[src/rtl/spi_status_pkg.sv]
// Shared constants for the SPI status unit.
// Error-flag index order: 0 mode, 1 tx overflow, 2 rx overflow, 3 abort,
// 4 tx underflow, 5 rx underflow. Software decodes the bit positions
// below, so they are fixed.
package spi_status_pkg;
    localparam int NUM_ERR    = 6;
    localparam int CMD_W      = 16;
    localparam int STAT_W     = 16;
    localparam int EN_CLR     = 0;
    localparam int EN_SET     = 1;
    localparam int MS_CLR     = 2;
    localparam int MS_SET     = 3;
    localparam int STAT_EN    = 0;
    localparam int STAT_MS    = 1;
    localparam int STAT_BUSY  = 13;
    localparam int STAT_ERR0  = 7;

    // Command bit that clears error flag i
    function automatic int err_clr_pos(input int i);
        case (i)
            0:       return 6;
            1:       return 8;
            2:       return 9;
            3:       return 10;
            4:       return 11;
            default: return 4;
        endcase
    endfunction

    // Command bit that sets error flag i
    function automatic int err_set_pos(input int i);
        case (i)
            0:       return 7;
            1:       return 12;
            2:       return 13;
            3:       return 14;
            4:       return 15;
            default: return 5;
        endcase
    endfunction
endpackage

[src/rtl/spi_stat_cmd_decode.sv]
// Splits a command write into per-bit set and clear strobes.
// Assumes cmd_data is only meaningful while cmd_we is high.
module spi_stat_cmd_decode
    import spi_status_pkg::*;
(
    input  logic              cmd_we,
    input  logic [CMD_W-1:0]  cmd_data,
    output logic              en_set,
    output logic              en_clr,
    output logic              ms_set,
    output logic              ms_clr,
    output logic [NUM_ERR-1:0] err_set,
    output logic [NUM_ERR-1:0] err_clr
);
    // State-bit strobes, qualified by the write strobe
    always_comb begin
        en_set = cmd_we & cmd_data[EN_SET];
        en_clr = cmd_we & cmd_data[EN_CLR];
        ms_set = cmd_we & cmd_data[MS_SET];
        ms_clr = cmd_we & cmd_data[MS_CLR];
    end

    // Error-flag strobes from the per-flag bit positions
    always_comb begin
        for (int i = 0; i < NUM_ERR; i++) begin
            err_set[i] = cmd_we & cmd_data[err_set_pos(i)];
            err_clr[i] = cmd_we & cmd_data[err_clr_pos(i)];
        end
    end
endmodule

[src/rtl/spi_stat_flag_bit.sv]
// One sticky status bit. Priority: hardware set, then a lone command set
// or a lone command clear. Set and clear together leave the bit as it was.
module spi_stat_flag_bit (
    input  logic clk,
    input  logic rst_n,
    input  logic hw_set,
    input  logic cmd_set,
    input  logic cmd_clr,
    output logic q
);
    // Bit update with hardware-first priority
    always_ff @(posedge clk) begin
        if (!rst_n)                 q <= 1'b0;
        else if (hw_set)            q <= 1'b1;
        else if (cmd_set && !cmd_clr) q <= 1'b1;
        else if (cmd_clr && !cmd_set) q <= 1'b0;
    end


    set_takes_chk: assert property (@(posedge clk) disable iff (!rst_n)
        (cmd_set && !cmd_clr) |=> q);

    clr_takes_chk: assert property (@(posedge clk) disable iff (!rst_n)
        (cmd_clr && !cmd_set && !hw_set) |=> !q);

    pair_holds_chk: assert property (@(posedge clk) disable iff (!rst_n)
        (cmd_set && cmd_clr && !hw_set) |=> (q == $past(q)));

    hw_wins_chk: assert property (@(posedge clk) disable iff (!rst_n)
        hw_set |=> q);
endmodule

[src/rtl/spi_stat_pack.sv]
// Packs state bits, error flags and busy into the software status word.
// Unused positions read zero.
module spi_stat_pack
    import spi_status_pkg::*;
(
    input  logic               en,
    input  logic               ms,
    input  logic               busy,
    input  logic [NUM_ERR-1:0] flags,
    output logic [STAT_W-1:0]  word
);
    // Place every field at its fixed position
    always_comb begin
        word            = '0;
        word[STAT_EN]   = en;
        word[STAT_MS]   = ms;
        word[STAT_BUSY] = busy;
        for (int i = 0; i < NUM_ERR; i++)
            word[STAT_ERR0 + i] = flags[i];
    end
endmodule

[src/rtl/spi_status_unit.sv]
// Status and error flag unit of an SPI controller.
// All state changes come from paired set/clear command bits or from gated
// hardware events. Assumes hw_evt pulses are synchronous to clk.
module spi_status_unit
    import spi_status_pkg::*;
(
    input  logic              clk,
    input  logic              rst_n,
    input  logic              cmd_we,
    input  logic [15:0]       cmd_data,
    input  logic [4:0]        err_en,
    input  logic [5:0]        hw_evt,
    input  logic              busy_in,
    input  logic [5:0]        irq_mask,
    output logic [15:0]       status_word,
    output logic              active_mode,
    output logic              err_irq
);
    logic               en_set, en_clr, ms_set, ms_clr;
    logic [NUM_ERR-1:0] err_set, err_clr, gate, hw_gated, flags;
    logic               en_q, ms_q;

    spi_stat_cmd_decode u_dec (
        .cmd_we  (cmd_we),
        .cmd_data(cmd_data),
        .en_set  (en_set),
        .en_clr  (en_clr),
        .ms_set  (ms_set),
        .ms_clr  (ms_clr),
        .err_set (err_set),
        .err_clr (err_clr)
    );

    // Mode error has no enable; the others use err_en
    always_comb begin
        gate     = {err_en, 1'b1};
        hw_gated = hw_evt & gate;
    end

    spi_stat_flag_bit u_en (
        .clk(clk), .rst_n(rst_n), .hw_set(1'b0),
        .cmd_set(en_set), .cmd_clr(en_clr), .q(en_q)
    );

    spi_stat_flag_bit u_ms (
        .clk(clk), .rst_n(rst_n), .hw_set(1'b0),
        .cmd_set(ms_set), .cmd_clr(ms_clr), .q(ms_q)
    );

    for (genvar g = 0; g < NUM_ERR; g++) begin : g_err
        spi_stat_flag_bit u_flag (
            .clk(clk), .rst_n(rst_n), .hw_set(hw_gated[g]),
            .cmd_set(err_set[g]), .cmd_clr(err_clr[g]), .q(flags[g])
        );
    end

    spi_stat_pack u_pack (
        .en   (en_q),
        .ms   (ms_q),
        .busy (busy_in),
        .flags(flags),
        .word (status_word)
    );

    // Level interrupt from masked flags
    always_comb begin
        active_mode = en_q;
        err_irq     = |(flags & irq_mask);
    end


    idle_stable_chk: assert property (@(posedge clk) disable iff (!rst_n)
        (!cmd_we && hw_evt == '0) |=> ($stable(flags) && $stable(en_q) && $stable(ms_q)));

    bulk_clear_chk: assert property (@(posedge clk) disable iff (!rst_n)
        (cmd_we && cmd_data == 16'h0F50 && hw_evt == '0)
        |=> (flags == '0 && en_q == $past(en_q) && ms_q == $past(ms_q)));

    gated_off_chk: assert property (@(posedge clk) disable iff (!rst_n)
        (!cmd_we && hw_evt[1] && !err_en[0] && !flags[1]) |=> !flags[1]);
endmodule

[config.mk]
export PLATFORM = sky130hd
export DESIGN_NAME = spi_status_unit
export DESIGN_NICKNAME = d
export VERILOG_FILES = /design/src/rtl/spi_status_pkg.sv /design/src/rtl/spi_stat_cmd_decode.sv /design/src/rtl/spi_stat_flag_bit.sv /design/src/rtl/spi_stat_pack.sv /design/src/rtl/spi_status_unit.sv
export SDC_FILE = /design/constraint.sdc
export NUM_CORES = 1
export LEC_CHECK = 0
export BUFFER_PORTS_ARGS = -buffer_cell sky130_fd_sc_hd__buf_2
export CORE_MARGIN = 3
export CORE_UTILIZATION = 32
export DETAILED_ROUTE_END_ITERATION = 7
export PLACE_DENSITY = 0.82
export SYNTH_ARGS = -nofsm -noshare
export SYNTH_HDL_FRONTEND = slang
export SYNTH_SLANG_ARGS = --single-unit
[constraint.sdc]
create_clock -name clk -period 1 [get_ports clk]
set_clock_uncertainty 0.1 [all_clocks]
set_input_delay 0.05 -clock clk [delete_from_list [all_inputs] [get_ports clk]]
set_output_delay 0.05 -clock clk [all_outputs]
set_load 0.01 [all_outputs]
# [Word-level counts from Yosys, hierarchy flattened]
# Cells that the tools add are included.
[classes] bitwise=18 n_reduce_logical=41 n_mux=22
[op_table] operator="2-to-1 mux 1 bit" n=22
[op_table] operator="nonzero test 3 bit" n=6
[op_table] operator="bitwise AND 1 bit" n=16
[op_table] operator="logical AND 1 bit" n=16
[op_table] operator="zero test 1 bit" n=16
[op_table] operator="bitwise AND 6 bit" n=2
[op_table] operator="OR reduction 6 bit" n=1
[op_table] operator="nonzero test 2 bit" n=2
[totals] reg_bits=8 out_inout_bits=18 wordCells=89

# [Depth between registers and ports, before layout]
[logic_depth] depth_word=6 ltp_mapped=5

# [Hierarchy]
# From an unflattened synthesis, not the netlist that was laid out.
[unflattened] hier_cells=76 hier_area_um2=673.1
[by_module_without_submodules] module="spi_stat_flag_bit" area_each_um2=45.0 cells_each=4 instances=8
[by_module_without_submodules] module="spi_stat_cmd_decode" area_each_um2=126.4 cells_each=17 instances=1
[by_module_without_submodules] module="spi_stat_pack" area_each_um2=123.9 cells_each=17 instances=1
[by_module_without_submodules] module="spi_status_unit" area_each_um2=62.6 cells_each=10 instances=1

# [Worst setup path after synthesis]
# No wires, ideal clock.
[synth_path] kind="input port to flip-flop" startpoint="input port cmd_we" endpoint="register u_en.q" setup_slack_ps=3 cell_stages=5 required_ps=780 arrival_time_ps=777 path_cell_list="buf_6 > and2_1 > ha_1 > mux2i_1 > nor2_1"
[synth_between] elab_chain_len=4 elab_cells_between_ends=8 classes_between="1 x mux; 2 x bitwise; 5 x reduce/logical"
[synth_lines] element="start: declaration" line="spi_status_unit.sv:9" text="input logic cmd_we,"
[synth_lines] element="bitwise AND 1 bit (on tied branches)" line="spi_stat_cmd_decode.sv:18, spi_stat_cmd_decode.sv:17"
[synth_lines] element="zero test 1 bit (on tied branches)" line="spi_stat_flag_bit.sv:15, spi_stat_flag_bit.sv:16"
[synth_lines] element="logical AND 1 bit (on tied branches)" line="spi_stat_flag_bit.sv:15, spi_stat_flag_bit.sv:16"
[synth_lines] element="2-to-1 mux 1 bit / nonzero test 2 bit (equally long branches)"
[synth_lines] element="end signal: assignment" line="spi_stat_flag_bit.sv:14" text="else if (hw_set) q <= 1'b1;"
[synth_lines] element="end signal: assignment" line="spi_stat_flag_bit.sv:15" text="else if (cmd_set && !cmd_clr) q <= 1'b1;"
[synth_lines] element="end signal: assignment" line="spi_stat_flag_bit.sv:16" text="else if (cmd_clr && !cmd_set) q <= 1'b0;"
[synth_lines] element="end: declaration" line="spi_stat_flag_bit.sv:9" text="output logic q"
# Parallel ways exist; a longest one is shown, timed or not.
# A chain may end at the register's enable or synchronous reset.

# [Final worst setup path]
[layout_path] startpoint="register g_err[0].u_flag.q" endpoint="output port err_irq"
[layout_between] elab_chain_len=2
[layout_lines] element="start: declaration" line="spi_stat_flag_bit.sv:9"
[layout_lines] element="start signal: assignment" line="spi_stat_flag_bit.sv:13" text="if (!rst_n) q <= 1'b0;"
[layout_lines] element="start signal: assignment" line="spi_stat_flag_bit.sv:14"
[layout_lines] element="start signal: assignment" line="spi_stat_flag_bit.sv:15"
[layout_lines] element="bitwise AND 6 bit" line="spi_status_unit.sv:68" text="err_irq = |(flags & irq_mask);"
[layout_lines] element="OR reduction 6 bit" line="spi_status_unit.sv:68"
[layout_lines] element="end: declaration" line="spi_status_unit.sv:17" text="output logic err_irq"
# Every way passes these cells.

==> flow_summary.toml <==
[status]
status = "complete, but fails checks"
violations = "negative setup slack"

[global_route]
grt_pass1_wl_um = 2373
gr-total-overflow = 0
grt_usage_pct = 12.95
antenna_found_initial = 0
first_global_vias = 604
grt_max_degree = 9

[placed_design]
place_ws_ns = -0.08260
place_congestion = 0.6454
hpwl_um = 1214
port_buffers = 45

[setup_path]
reg2reg_from = "g_err[0].u_flag.q"
rr_worst_depth = 3
start_kind = "flip-flop"
crit_fanout = 2
rrSetupSlack_ns = 0.08
rr_endpoint = "g_err[0].u_flag.q"
crit_required_ns = 0.85
worst_setup_path_end_kind = "output port"
cp.arrival_ns = 0.97
crit_start = "g_err[0].u_flag.q"
endpoint = "err_irq"
critPathKind = "reg -> out"

[power_and_ir_drop]
ir_drop_v = 0.0005654
p_total_mw = 0.9056
powerDensity_nw_per_um2 = 1001
cellInternalPower_mw = 0.6540
p_switching_mw = 0.2516
seqPwrFrac_pct = 40.9
swShare_pct = 27.79
power_frac_clock_pct = 26.4
cellLeakagePower_nw = 0.4753
combPwrFrac_pct = 32.7

[timing]
drv_slew = 0
period_needed_ns = 1.116
timing.final.crit_share_pct = 111.6
rsz0062_at_grt = "true"
hold_viol = 0
setup_slack_ns = -0.1162
max_clock_freq_mhz = 895.9
setup_viol_count_final = 1

[logic_synthesis]
synthAdderAreaFrac_pct = 4.348
synth_simple_gate_area_share_pct = 13.26
synth_edf_count = 0
synth_top_cell_area_share_pct = 27.83
ys_types = 21
yosys_warnings = 0
synth_xor_area_share_pct = 0
ys_top_cells_by_count = "buf_4 (16), dfxtp_1 (8), a22oi_1 (6), inv_1 (6), nand2_1 (5)"
synthMuxAreaShare_pct = 3.478
synth_area_leaders = "dfxtp_1 (28%), buf_4 (21%), a22oi_1 (7.8%), ha_1 (4.3%), inv_1 (3.9%)"
yosysSeqAreaShare_pct = 27.83
yosys.cell_count.top_type = "buf_4"
syn-cell-area_um2 = 575.6
ys.flop_type = "dfxtp_1"
synth_compound_area_share_pct = 23.70
synth_seq_cells = 8
synth_top_cell_by_area = "dfxtp_1"
async_flop_share_pct = 0
postSynthAreaPerCell_um2 = 7.994
synth_top_family_by_area = "buffers and inverters"
synthCells = 72

[finish]
multi_input_area_um2 = 304.0
area_delta_synth_final_pct = 57.17
fill_cells = 149
regArea_um2 = 167.7
drive_above_1_share_pct = 51.64
nets = 163
antennaDiodeCount = 0

[clocking]
cts.clk_slew.worst_paths_ns = 0.05
cts_buffers = 3
clock_path_buffers = 2
tritoncts = "built"
root_buffer = "clkbuf_4"
clock_latency_ns = 0.24
clock_sinks = 8
htreeDepth = 1

[worst_hold_path]
hold_class = "in -> out"
min-delay-start = "busy_in"

[die]
die_area_um2 = 2344
row_count = 14
die_h_um = 48.41
io_pins = 55
initial_core_util_pct = 36.11
design.core.area_um2 = 1594
die_width_um = 48.41

[routing]
postRouteAntennaNets = 0
drtPass1Iterations = 2
num_vias = 658
route.detailed.drc = 0
vias_per_cell = 4.507
routed_wirelength_um = 1531
drt_iter0_markers = 2
wl_per_cell_um = 10.49

[run]
maxCapViolCount = 0
-- routing by layer --
metal | GRT usage [%] | vias to the layer above | part of all wire, %
met3 | 2.454 | 2 | 7.4
met4 | 7.109 | 0 | 1.4
met1 | 12.10 | 296 | 34
li1 | - | 330 | -
met2 | 25.92 | 30 | 57
met5 | 0 | - | 0
-- critical path, cell delays in order (launching register included) --
cell and delay [ns]:
dfxtp_2 0.32, a22oi_2 0.17, nand3_1 0.09, buf_2 0.14
-- placed cells by master (no fill, tap or decap) --
| cell | instances |
|---|---|
| dfxtp_2 | 6 |
| buf_2 | 43 |
| a22oi_1 | 3 |
| inv_1 | 6 |
| and2_1 | 2 |
| a22oi_2 | 3 |
| o21ai_0 | 3 |
| nor3_1 | 1 |
| o22ai_1 | 2 |
| nor2_1 | 2 |
| nand2_1 | 5 |
| a31oi_1 | 3 |
| dfxtp_1 | 2 |
| a211oi_2 | 2 |
| buf_4 | 4 |
| dlygate4sd3_1 | 9 |
| a21boi_0 | 1 |
| a21oi_1 | 2 |
| buf_6 | 2 |
| conb_1 | 7 |
| nand3_1 | 4 |
| mux2i_1 | 2 |
| ha_1 | 2 |
| clkbuf_4 | 3 |
| a21boi_1 | 1 |
| nor2b_1 | 2 |
-- final cells by class --
cell class / count / area share (%)
Clock buffer: 3 / 2.490
Inverter: 6 / 2.490
Multi-Input combinational cell: 47 / 33.61
Sequential cell: 8 / 18.53
Tap cell: 24 / 3.320
Timing Repair Buffer: 58 / 39.56
-- flip-flops by register name (all words and copies together) (netlist names) --
signal,cells
u_ms.q,1
u_en.q,1
g_err.u_flag.q,6
-- worst min path at each step --
stage	end	slack [ns]	depth (start not counted)
6_report	status_word[13]	0.000004	0
5_1_grt	status_word[13]	0.00001	0
4_1_cts	status_word[13]	0.0001	0
3_5_place_dp	status_word[13]	0.0001	0
3_3_place_gp	status_word[13]	0.0001	0
2_1_floorplan	g_err[1].u_flag.q	0.09	2
-- power by group through the flow --
stage	logic, mW	registers, mW	clock network (mW)
2_1_floorplan	0.174	0.369	0
5_1_grt	0.327	0.374	0.262
3_5_place_dp	0.243	0.370	0
3_3_place_gp	0.234	0.370	0
6_report	0.296	0.370	0.239
4_1_cts	0.280	0.365	0.247
-- logic make-up after synthesis --
group                      Yosys count
muxes                                2
DFF                                  8
and+or+nand+nor                     16
AOI/OAI and AO/OA                   20
other                                1
adders and majority gates            2
buffers and inverters               23
-- per-stage QoR --
| stage | hold slack, ns | setup TNS (ns) | instance area, um2 | utilization [%] | cells |
|---|---|---|---|---|---|
| floorplan | 0.08605 | 0 | 598.1 | - | 78 |
| global placement | 0.0001189 | -0.06461 | 744.5 | 46.70 | 133 |
| detailed placement | 0.0001189 | -0.1545 | 744.5 | 46.70 | 133 |
| CTS | 0.0001189 | -0.1411 | 872.1 | 54.71 | 146 |
| global route | 0.00001416 | -0.1888 | 904.6 | 56.75 | 146 |
| finish | 0.000003754 | -0.1162 | 904.6 | 56.75 | 146 |
-- timing repair --
item | in CTS | in global routing
hold endpoints to repair | 6 | 0
endpoints found under the setup margin | 1 | 5
setup buffers | 1 | 0
gates cloned | 0 | 0
pin swaps | 2 | 3
hold buffers | 9 | 0
resized for setup | 3 | 10
(Power assumes the default switching activity.)
